--- config.mk ---
export PLATFORM = sky130hd
export DESIGN_NAME = i2c_regbank_slave
export DESIGN_NICKNAME = d
export VERILOG_FILES = /design/src/rtl/i2cs_pkg.sv /design/src/rtl/i2cs_line_sync.sv /design/src/rtl/i2cs_bus_fsm.sv /design/src/rtl/i2cs_reg_store.sv /design/src/rtl/i2c_regbank_slave.sv
export SDC_FILE = /design/constraint.sdc
export NUM_CORES = 1
export LEC_CHECK = 0
export BUFFER_PORTS_ARGS = -buffer_cell sky130_fd_sc_hd__buf_2
export CAP_MARGIN = 10
export CORE_MARGIN = 1
export CORE_UTILIZATION = 48
export DETAILED_ROUTE_END_ITERATION = 7
export PLACE_DENSITY = 0.8
export SETUP_SLACK_MARGIN = 0.2
export SLEW_MARGIN = 0
export SYNTH_ARGS = -nofsm -noshare
export SYNTH_HDL_FRONTEND = slang
export SYNTH_SLANG_ARGS = --single-unit
--- constraint.sdc ---
create_clock -name clk -period 2.1 [get_ports clk]
set_input_delay 0.21 -clock clk [delete_from_list [all_inputs] [get_ports clk]]
set_output_delay 0.21 -clock clk [all_outputs]
set_load 0.005 [all_outputs]
--- src/rtl/i2cs_pkg.sv ---
`timescale 1ns/1ps
package i2cs_pkg;

  typedef enum logic [2:0] {
    ST_IDLE,
    ST_RX,
    ST_ACK_SETUP,
    ST_ACK_HOLD,
    ST_IGNORE
  } bus_state_t;

  typedef enum logic [1:0] {
    K_DEV,
    K_REG,
    K_DATA,
    K_READ
  } byte_kind_t;

  // device address compare: fixed prefix then strap bits
  function automatic logic dev_match(input logic [6:0] addr7,
                                     input logic [4:0] prefix,
                                     input logic [1:0] strap);
    return addr7 == {prefix, strap};
  endfunction

  // pointer value taken from the register-address byte
  function automatic logic [7:0] ptr_from_byte(input logic [7:0] b,
                                               input logic [7:0] last);
    return (b > last) ? 8'd0 : b;
  endfunction

  // post-store pointer advance with wrap at the last index
  function automatic logic [7:0] ptr_step(input logic [7:0] p,
                                          input logic [7:0] last);
    return (p >= last) ? 8'd0 : p + 8'd1;
  endfunction

endpackage

--- src/rtl/i2cs_line_sync.sv ---
`timescale 1ns/1ps
module i2cs_line_sync #(
  parameter int SYNC_STAGES = 2
) (
  input  logic clk,
  input  logic rst_n,
  input  logic scl_i,
  input  logic sda_i,
  output logic scl_s,
  output logic sda_s,
  output logic scl_rise,
  output logic scl_fall,
  output logic start_det,
  output logic stop_det
);
  localparam int TOP = SYNC_STAGES - 1;

  logic [TOP:0] scl_pipe, sda_pipe;
  logic         scl_q, sda_q;

  always_ff @(posedge clk or negedge rst_n) begin
    if (!rst_n) begin
      scl_pipe <= '1;
      sda_pipe <= '1;
      scl_q    <= 1'b1;
      sda_q    <= 1'b1;
    end else begin
      scl_pipe <= {scl_pipe[TOP-1:0], scl_i};
      sda_pipe <= {sda_pipe[TOP-1:0], sda_i};
      scl_q    <= scl_pipe[TOP];
      sda_q    <= sda_pipe[TOP];
    end
  end

  assign scl_s     = scl_pipe[TOP];
  assign sda_s     = sda_pipe[TOP];
  assign scl_rise  = scl_s & ~scl_q;
  assign scl_fall  = ~scl_s & scl_q;
  assign start_det = scl_s & scl_q & sda_q & ~sda_s;
  assign stop_det  = scl_s & scl_q & ~sda_q & sda_s;
endmodule

--- src/rtl/i2cs_bus_fsm.sv ---
`timescale 1ns/1ps
module i2cs_bus_fsm
  import i2cs_pkg::*;
#(
  parameter int         NUM_REGS = 48,
  parameter logic [4:0] PREFIX   = 5'b00100,
  parameter int         PTR_W    = 6
) (
  input  logic             clk,
  input  logic             rst_n,
  input  logic [1:0]       strap,
  input  logic             sda_s,
  input  logic             scl_rise,
  input  logic             scl_fall,
  input  logic             start_det,
  input  logic             stop_det,
  output logic             sda_oe,
  output logic             byte_done,
  output logic             dev_nack,
  output logic             wr_req,
  output logic [PTR_W-1:0] wr_addr,
  output logic [7:0]       wr_data
);
  localparam logic [7:0] LAST8 = 8'(NUM_REGS - 1);

  bus_state_t       state;
  byte_kind_t       kind;
  logic [2:0]       bit_cnt;
  logic [6:0]       shreg;
  logic [PTR_W-1:0] ptr;
  logic [7:0]       rx_byte;
  logic             addr_hit;

  assign rx_byte   = {shreg, sda_s};
  assign byte_done = (state == ST_RX) && scl_rise && (bit_cnt == 3'd7);
  assign addr_hit  = dev_match(rx_byte[7:1], PREFIX, strap);
  assign dev_nack  = byte_done && (kind == K_DEV) && !addr_hit;
  assign wr_req    = byte_done && (kind == K_DATA);
  assign wr_addr   = ptr;
  assign wr_data   = rx_byte;

  always_ff @(posedge clk or negedge rst_n) begin
    if (!rst_n) begin
      state   <= ST_IDLE;
      kind    <= K_DEV;
      bit_cnt <= '0;
      shreg   <= '0;
      ptr     <= '0;
      sda_oe  <= 1'b0;
    end else if (start_det) begin
      state   <= ST_RX;
      kind    <= K_DEV;
      bit_cnt <= '0;
      sda_oe  <= 1'b0;
    end else if (stop_det) begin
      state   <= ST_IDLE;
      sda_oe  <= 1'b0;
    end else begin
      unique case (state)
        ST_RX: if (scl_rise) begin
          shreg   <= {shreg[5:0], sda_s};
          bit_cnt <= bit_cnt + 3'd1;
          if (bit_cnt == 3'd7) begin
            unique case (kind)
              K_DEV: begin
                if (addr_hit) begin
                  kind  <= rx_byte[0] ? K_READ : K_REG;
                  state <= ST_ACK_SETUP;
                end else begin
                  state <= ST_IGNORE;
                end
              end
              K_REG: begin
                ptr   <= PTR_W'(ptr_from_byte(rx_byte, LAST8));
                kind  <= K_DATA;
                state <= ST_ACK_SETUP;
              end
              K_DATA: begin
                ptr   <= PTR_W'(ptr_step(8'(ptr), LAST8));
                state <= ST_ACK_SETUP;
              end
              default: state <= ST_IGNORE;
            endcase
          end
        end
        ST_ACK_SETUP: if (scl_fall) begin
          sda_oe <= 1'b1;
          state  <= ST_ACK_HOLD;
        end
        ST_ACK_HOLD: if (scl_fall) begin
          sda_oe  <= 1'b0;
          bit_cnt <= '0;
          state   <= (kind == K_READ) ? ST_IGNORE : ST_RX;
        end
        default: ;
      endcase
    end
  end
endmodule

--- src/rtl/i2cs_reg_store.sv ---
`timescale 1ns/1ps
module i2cs_reg_store #(
  parameter int NUM_REGS = 48,
  parameter int PTR_W    = 6
) (
  input  logic                  clk,
  input  logic                  rst_n,
  input  logic                  wr_req,
  input  logic [PTR_W-1:0]      wr_addr,
  input  logic [7:0]            wr_data,
  output logic [NUM_REGS*8-1:0] regs_flat,
  output logic                  wr_stb,
  output logic [PTR_W-1:0]      wr_addr_q,
  output logic [7:0]            wr_data_q
);
  for (genvar g = 0; g < NUM_REGS; g++) begin : g_reg
    always_ff @(posedge clk or negedge rst_n) begin
      if (!rst_n)
        regs_flat[g*8 +: 8] <= '0;
      else if (wr_req && wr_addr == PTR_W'(g))
        regs_flat[g*8 +: 8] <= wr_data;
    end
  end

  always_ff @(posedge clk or negedge rst_n) begin
    if (!rst_n) begin
      wr_stb    <= 1'b0;
      wr_addr_q <= '0;
      wr_data_q <= '0;
    end else begin
      wr_stb <= wr_req;
      if (wr_req) begin
        wr_addr_q <= wr_addr;
        wr_data_q <= wr_data;
      end
    end
  end
endmodule

--- src/rtl/i2c_regbank_slave.sv ---
`timescale 1ns/1ps
module i2c_regbank_slave #(
  parameter int         NUM_REGS = 48,
  parameter logic [4:0] PREFIX   = 5'b00100,
  localparam int        PTR_W    = $clog2(NUM_REGS)
) (
  input  logic                  clk,
  input  logic                  rst_n,
  input  logic                  scl_i,
  input  logic                  sda_i,
  input  logic [1:0]            strap_i,
  output logic                  sda_oe_o,
  output logic [NUM_REGS*8-1:0] regs_o,
  output logic                  wr_stb_o,
  output logic [PTR_W-1:0]      wr_addr_o,
  output logic [7:0]            wr_data_o
);
  logic             scl_s, sda_s;
  logic             scl_rise, scl_fall, start_det, stop_det;
  logic             byte_done, dev_nack, wr_req;
  logic [PTR_W-1:0] wr_addr;
  logic [7:0]       wr_data;

  i2cs_line_sync #(.SYNC_STAGES(2)) u_sync (
    .clk(clk), .rst_n(rst_n), .scl_i(scl_i), .sda_i(sda_i),
    .scl_s(scl_s), .sda_s(sda_s), .scl_rise(scl_rise), .scl_fall(scl_fall),
    .start_det(start_det), .stop_det(stop_det)
  );

  i2cs_bus_fsm #(.NUM_REGS(NUM_REGS), .PREFIX(PREFIX), .PTR_W(PTR_W)) u_fsm (
    .clk(clk), .rst_n(rst_n), .strap(strap_i), .sda_s(sda_s),
    .scl_rise(scl_rise), .scl_fall(scl_fall),
    .start_det(start_det), .stop_det(stop_det),
    .sda_oe(sda_oe_o), .byte_done(byte_done), .dev_nack(dev_nack),
    .wr_req(wr_req), .wr_addr(wr_addr), .wr_data(wr_data)
  );

  i2cs_reg_store #(.NUM_REGS(NUM_REGS), .PTR_W(PTR_W)) u_store (
    .clk(clk), .rst_n(rst_n), .wr_req(wr_req), .wr_addr(wr_addr),
    .wr_data(wr_data), .regs_flat(regs_o), .wr_stb(wr_stb_o),
    .wr_addr_q(wr_addr_o), .wr_data_q(wr_data_o)
  );

  // scl_s is consumed only through the derived edge and condition wires
  logic unused_scl;
  assign unused_scl = scl_s;
endmodule

==> results by group <==
Critical path
  • Crit path launch type: flop
  • Worst Path Arrival: 2440 ps
  • Worst setup EP type: flop
  • Required @ worst endpoint: 2530 ps
  • Kind of critical path: flop to flop
  • Worst R2R Start: u_sync.scl_pipe[1]
  • Largest fanout on the critical path: 11
  • CP startpoint: u_sync.scl_pipe[1]

Power
  • Clock power share: 0.434
  • Worst vdd ir: 0.000747 V
  • Internal power: 13800 uW
  • Combinational Power Share: 0.122
  • Sequential share of power: 0.444
  • Switching share of total power: 0.273
  • Psw: 5190 uW
  • Static Leak: 0.0131 uW
  • Pwr Density: 810 mW/mm^2
  • Power, Total: 19000 uW

Floorplanning
  • Num rows: 68
  • Full die area: 0.0363 mm^2
  • Num ports: 406
  • CORE AREA: 0.0347 mm^2
  • Die H: 190 um
  • Starting Density: 0.491
  • Die W: 190 um

Timing
  • Fin Hold WS: 157 ps
  • Skew final: 16.2 ps
  • Worst Tran Pin Value: 840 ps
  • Max Clk Rate: 498 MHz
  • Finish-stage setup viols: 0
  • Final period util: 0.957
  • Slew Viols, Final: 0
  • Slew Limit Headroom: 0.440
  • Setup ws final: 90.6 ps
  • Tmin final: 2010 ps
  • Endpoints failing hold: 0
  • Setup repair after global routing missed its margin: yes

Synthesis
  • Sequential area share after synthesis: 0.628
  • Yosys cell types: 49
  • Number of synthesized flops with an enable pin: 0
  • Synth top area share: 0.618
  • Synth top cells by count: 421 x dfrtp_1, 395 x mux2_2, 46 x clkbuf_1
  • Synth area leader: dfrtp_1
  • Synth Register Bits: 427
  • Mapped cell area: 0.0170 mm^2
  • Syn nets: 1080
  • Synth Flop Type: dfrtp_1
  • Avg Inst Size Synth: 16.0 um^2
  • Most frequent cell after synthesis: dfrtp_1
  • Asr flop ratio synth: 1.00
  • Mapped Cells: 1064
  • Yosys warns: 0
  • Most area-consuming cells after synthesis: dfrtp_1 62%, mux2_2 26%, nor2_8 3.3%, clkbuf_1 1.0%, dfstp_2 0.93%

Global routing
  • Global route overflow: 0
  • Largest net degree at the start of global routing: 94
  • GRT Util Overall: 0.274
  • Initial antenna violation count: 0
  • First-pass GRT wire length: 74.8 mm
  • Number of global-route vias before repair: 11927

Clocking
  • CTS tree: done
  • Max H-tree Level: 2
  • Worst-path clk slew: 60 ps
  • Clk root buf: clkbuf_16
  • Clock sink count: 427
  • Clk buf depth: 3
  • Inserted Clock Buffers: 44
  • Clock Latency Late Sink: 560 ps

Place
  • Dpl ws: -94.3 ps
  • GPL Wtd Cong: 0.831
  • DP Area: 0.0206 mm^2
  • Post-detailed-placement half-perimeter wirelength: 30.9 mm
  • # port buffers: 405

Route
  • Detailed-route DRC error count: 0
  • Routed vias: 11116
  • WL final: 50.2 mm
  • Per-cell routed wire length: 24.6 um
  • DRT Pass-1 Iters: 4
  • Via/cell ratio: 5.45
  • Antenna-violating nets left: 0
  • Number of DRC markers in iteration 0: 377

Min path
  • Hold Crit Class: primary input to asynchronous set/reset pin

Status
  • Outcome: finished, final reports clean

Final layout
  • Diode count: 0
  • Final Instance Area: 0.0235 mm^2
  • Layout cells sized above 1: 0.674
  • Nets: 1569
  • Area delta synth->final: 37.8%

Flow run
  • MaxCap Viol Count: 0
==> stage by stage <==
| step | setup TNS (ps) | cells | utilization |
|---|---|---|---|
| after floorplan | -28670 | 1064 | - |
| after global placement | -1200 | 1953 | 0.594 |
| after detailed placement | -3980 | 1953 | 0.594 |
| after CTS | 0 | 2039 | 0.663 |
| after global routing | 0 | 2040 | 0.676 |
| final | 0 | 2040 | 0.676 |
==> power groups by stage <==
stage / logic, uW / clock network [uW] / registers (uW)
3_3_place_gp: 2060 / 0 / 8570
2_1_floorplan: 999 / 0 / 8560
4_1_cts: 2230 / 8370 / 8420
6_report: 2330 / 8250 / 8430
5_1_grt: 2440 / 8710 / 8440
3_5_place_dp: 2100 / 0 / 8580
==> path summary, 6_finish.rpt <==
kind                                          end  slack [ps]  cells past startpoint
hold / removal             u_store.regs_flat[206]         160                      2
hold reg to reg                u_sync.sda_pipe[1]         360                      0
min in group clk                    u_fsm.kind[0]         260                      5
max in group asynchronous  u_store.regs_flat[374]        1140                      3
setup / recovery           u_store.regs_flat[336]          90                      7
setup reg to reg           u_store.regs_flat[336]          90                      7
==> final cells by class <==
class,instances,area [um^2]
inverters,13,48.8
flip-flops and latches,427,10700
clock buffers,58,1250
fillers,2345,11200
multi-input cells,569,7480
repair buffers,498,3140
clock inverters,20,279
well taps,455,569
==> repair_timing <==
item,4_1_cts,5_1_grt
endpoints found under the hold margin,290,0
gates cloned,3,0
buffers inserted,2,1
gates resized for setup,198,113
setup endpoints to repair,406,408
pin swaps,30,30
hold buffers,3,0
==> worst max-delay path, stage by stage (launching register included) <==
cell	delay (ps)
dfstp_2	540
nor4b_4	220
buf_4	170
nand4_4	110
buf_12	210
nor2_2	110
buf_4	170
mux2_2	340
==> sequential cells by signal (all words and copies together) (netlist names) <==
register	cells
u_store.regs_flat	384
u_store.wr_data_q	8
u_fsm.shreg	7
u_fsm.wr_addr	6
u_store.wr_addr_q	6
u_fsm.bit_cnt	3
u_fsm.state	3
u_fsm.kind	2
u_sync.scl_pipe	2
u_sync.sda_pipe	2
u_fsm.sda_oe	1
u_store.wr_stb	1
u_sync.scl_q	1
u_sync.sda_q	1
==> cells by family (layout without fill, tap and decap cells) <==
kind of cell / after synthesis / after routing / share of synthesized area
DFF: 427 / 427 / 0.628
muxes: 407 / 407 / 0.269
and+or+nand+nor: 114 / 115 / 0.0640
buffers and inverters: 69 / 589 / 0.0169
AOI/OAI and AO/OA: 34 / 34 / 0.0137
adders and majority gates: 10 / 10 / 0.00734
xor gates and xnor gates: 3 / 3 / 0.00154
==> cells in the final DEF, fill, tap and decap left out, types with 4 or more instances in the layout <==
cell,netlist,layout
clkbuf_16,0,45
ha_1,10,4
nand3_1,15,10
buf_4,0,55
ha_2,0,5
clkinv_2,0,5
nand3_2,2,4
nor2_1,5,5
a31oi_1,5,4
nand2_1,18,9
buf_12,0,24
buf_2,3,404
nor2_4,2,19
dfrtp_1,421,414
nand2b_1,4,4
bufinv_16,0,6
clkbuf_8,0,8
buf_6,3,4
clkinvlp_4,0,4
a32oi_1,4,4
clkbuf_1,46,5
inv_1,13,11
clkinv_4,0,5
nand2_2,0,8
dfrtp_2,0,7
mux2_4,0,307
dfstp_2,6,6
buf_8,0,6
nor2_8,28,28
mux2_2,395,96
o21ai_0,9,9
==> per-layer routing <==
metal  vias up  GRT usage  wire, um
li1       4727          -         -
met1      5839      0.360     21000
met2       446      0.438     24000
met3       104     0.0677      3440
met4         0      0.104      1780
met5         -          0         0
No activity file was read; power rests on OpenSTA's default activity.
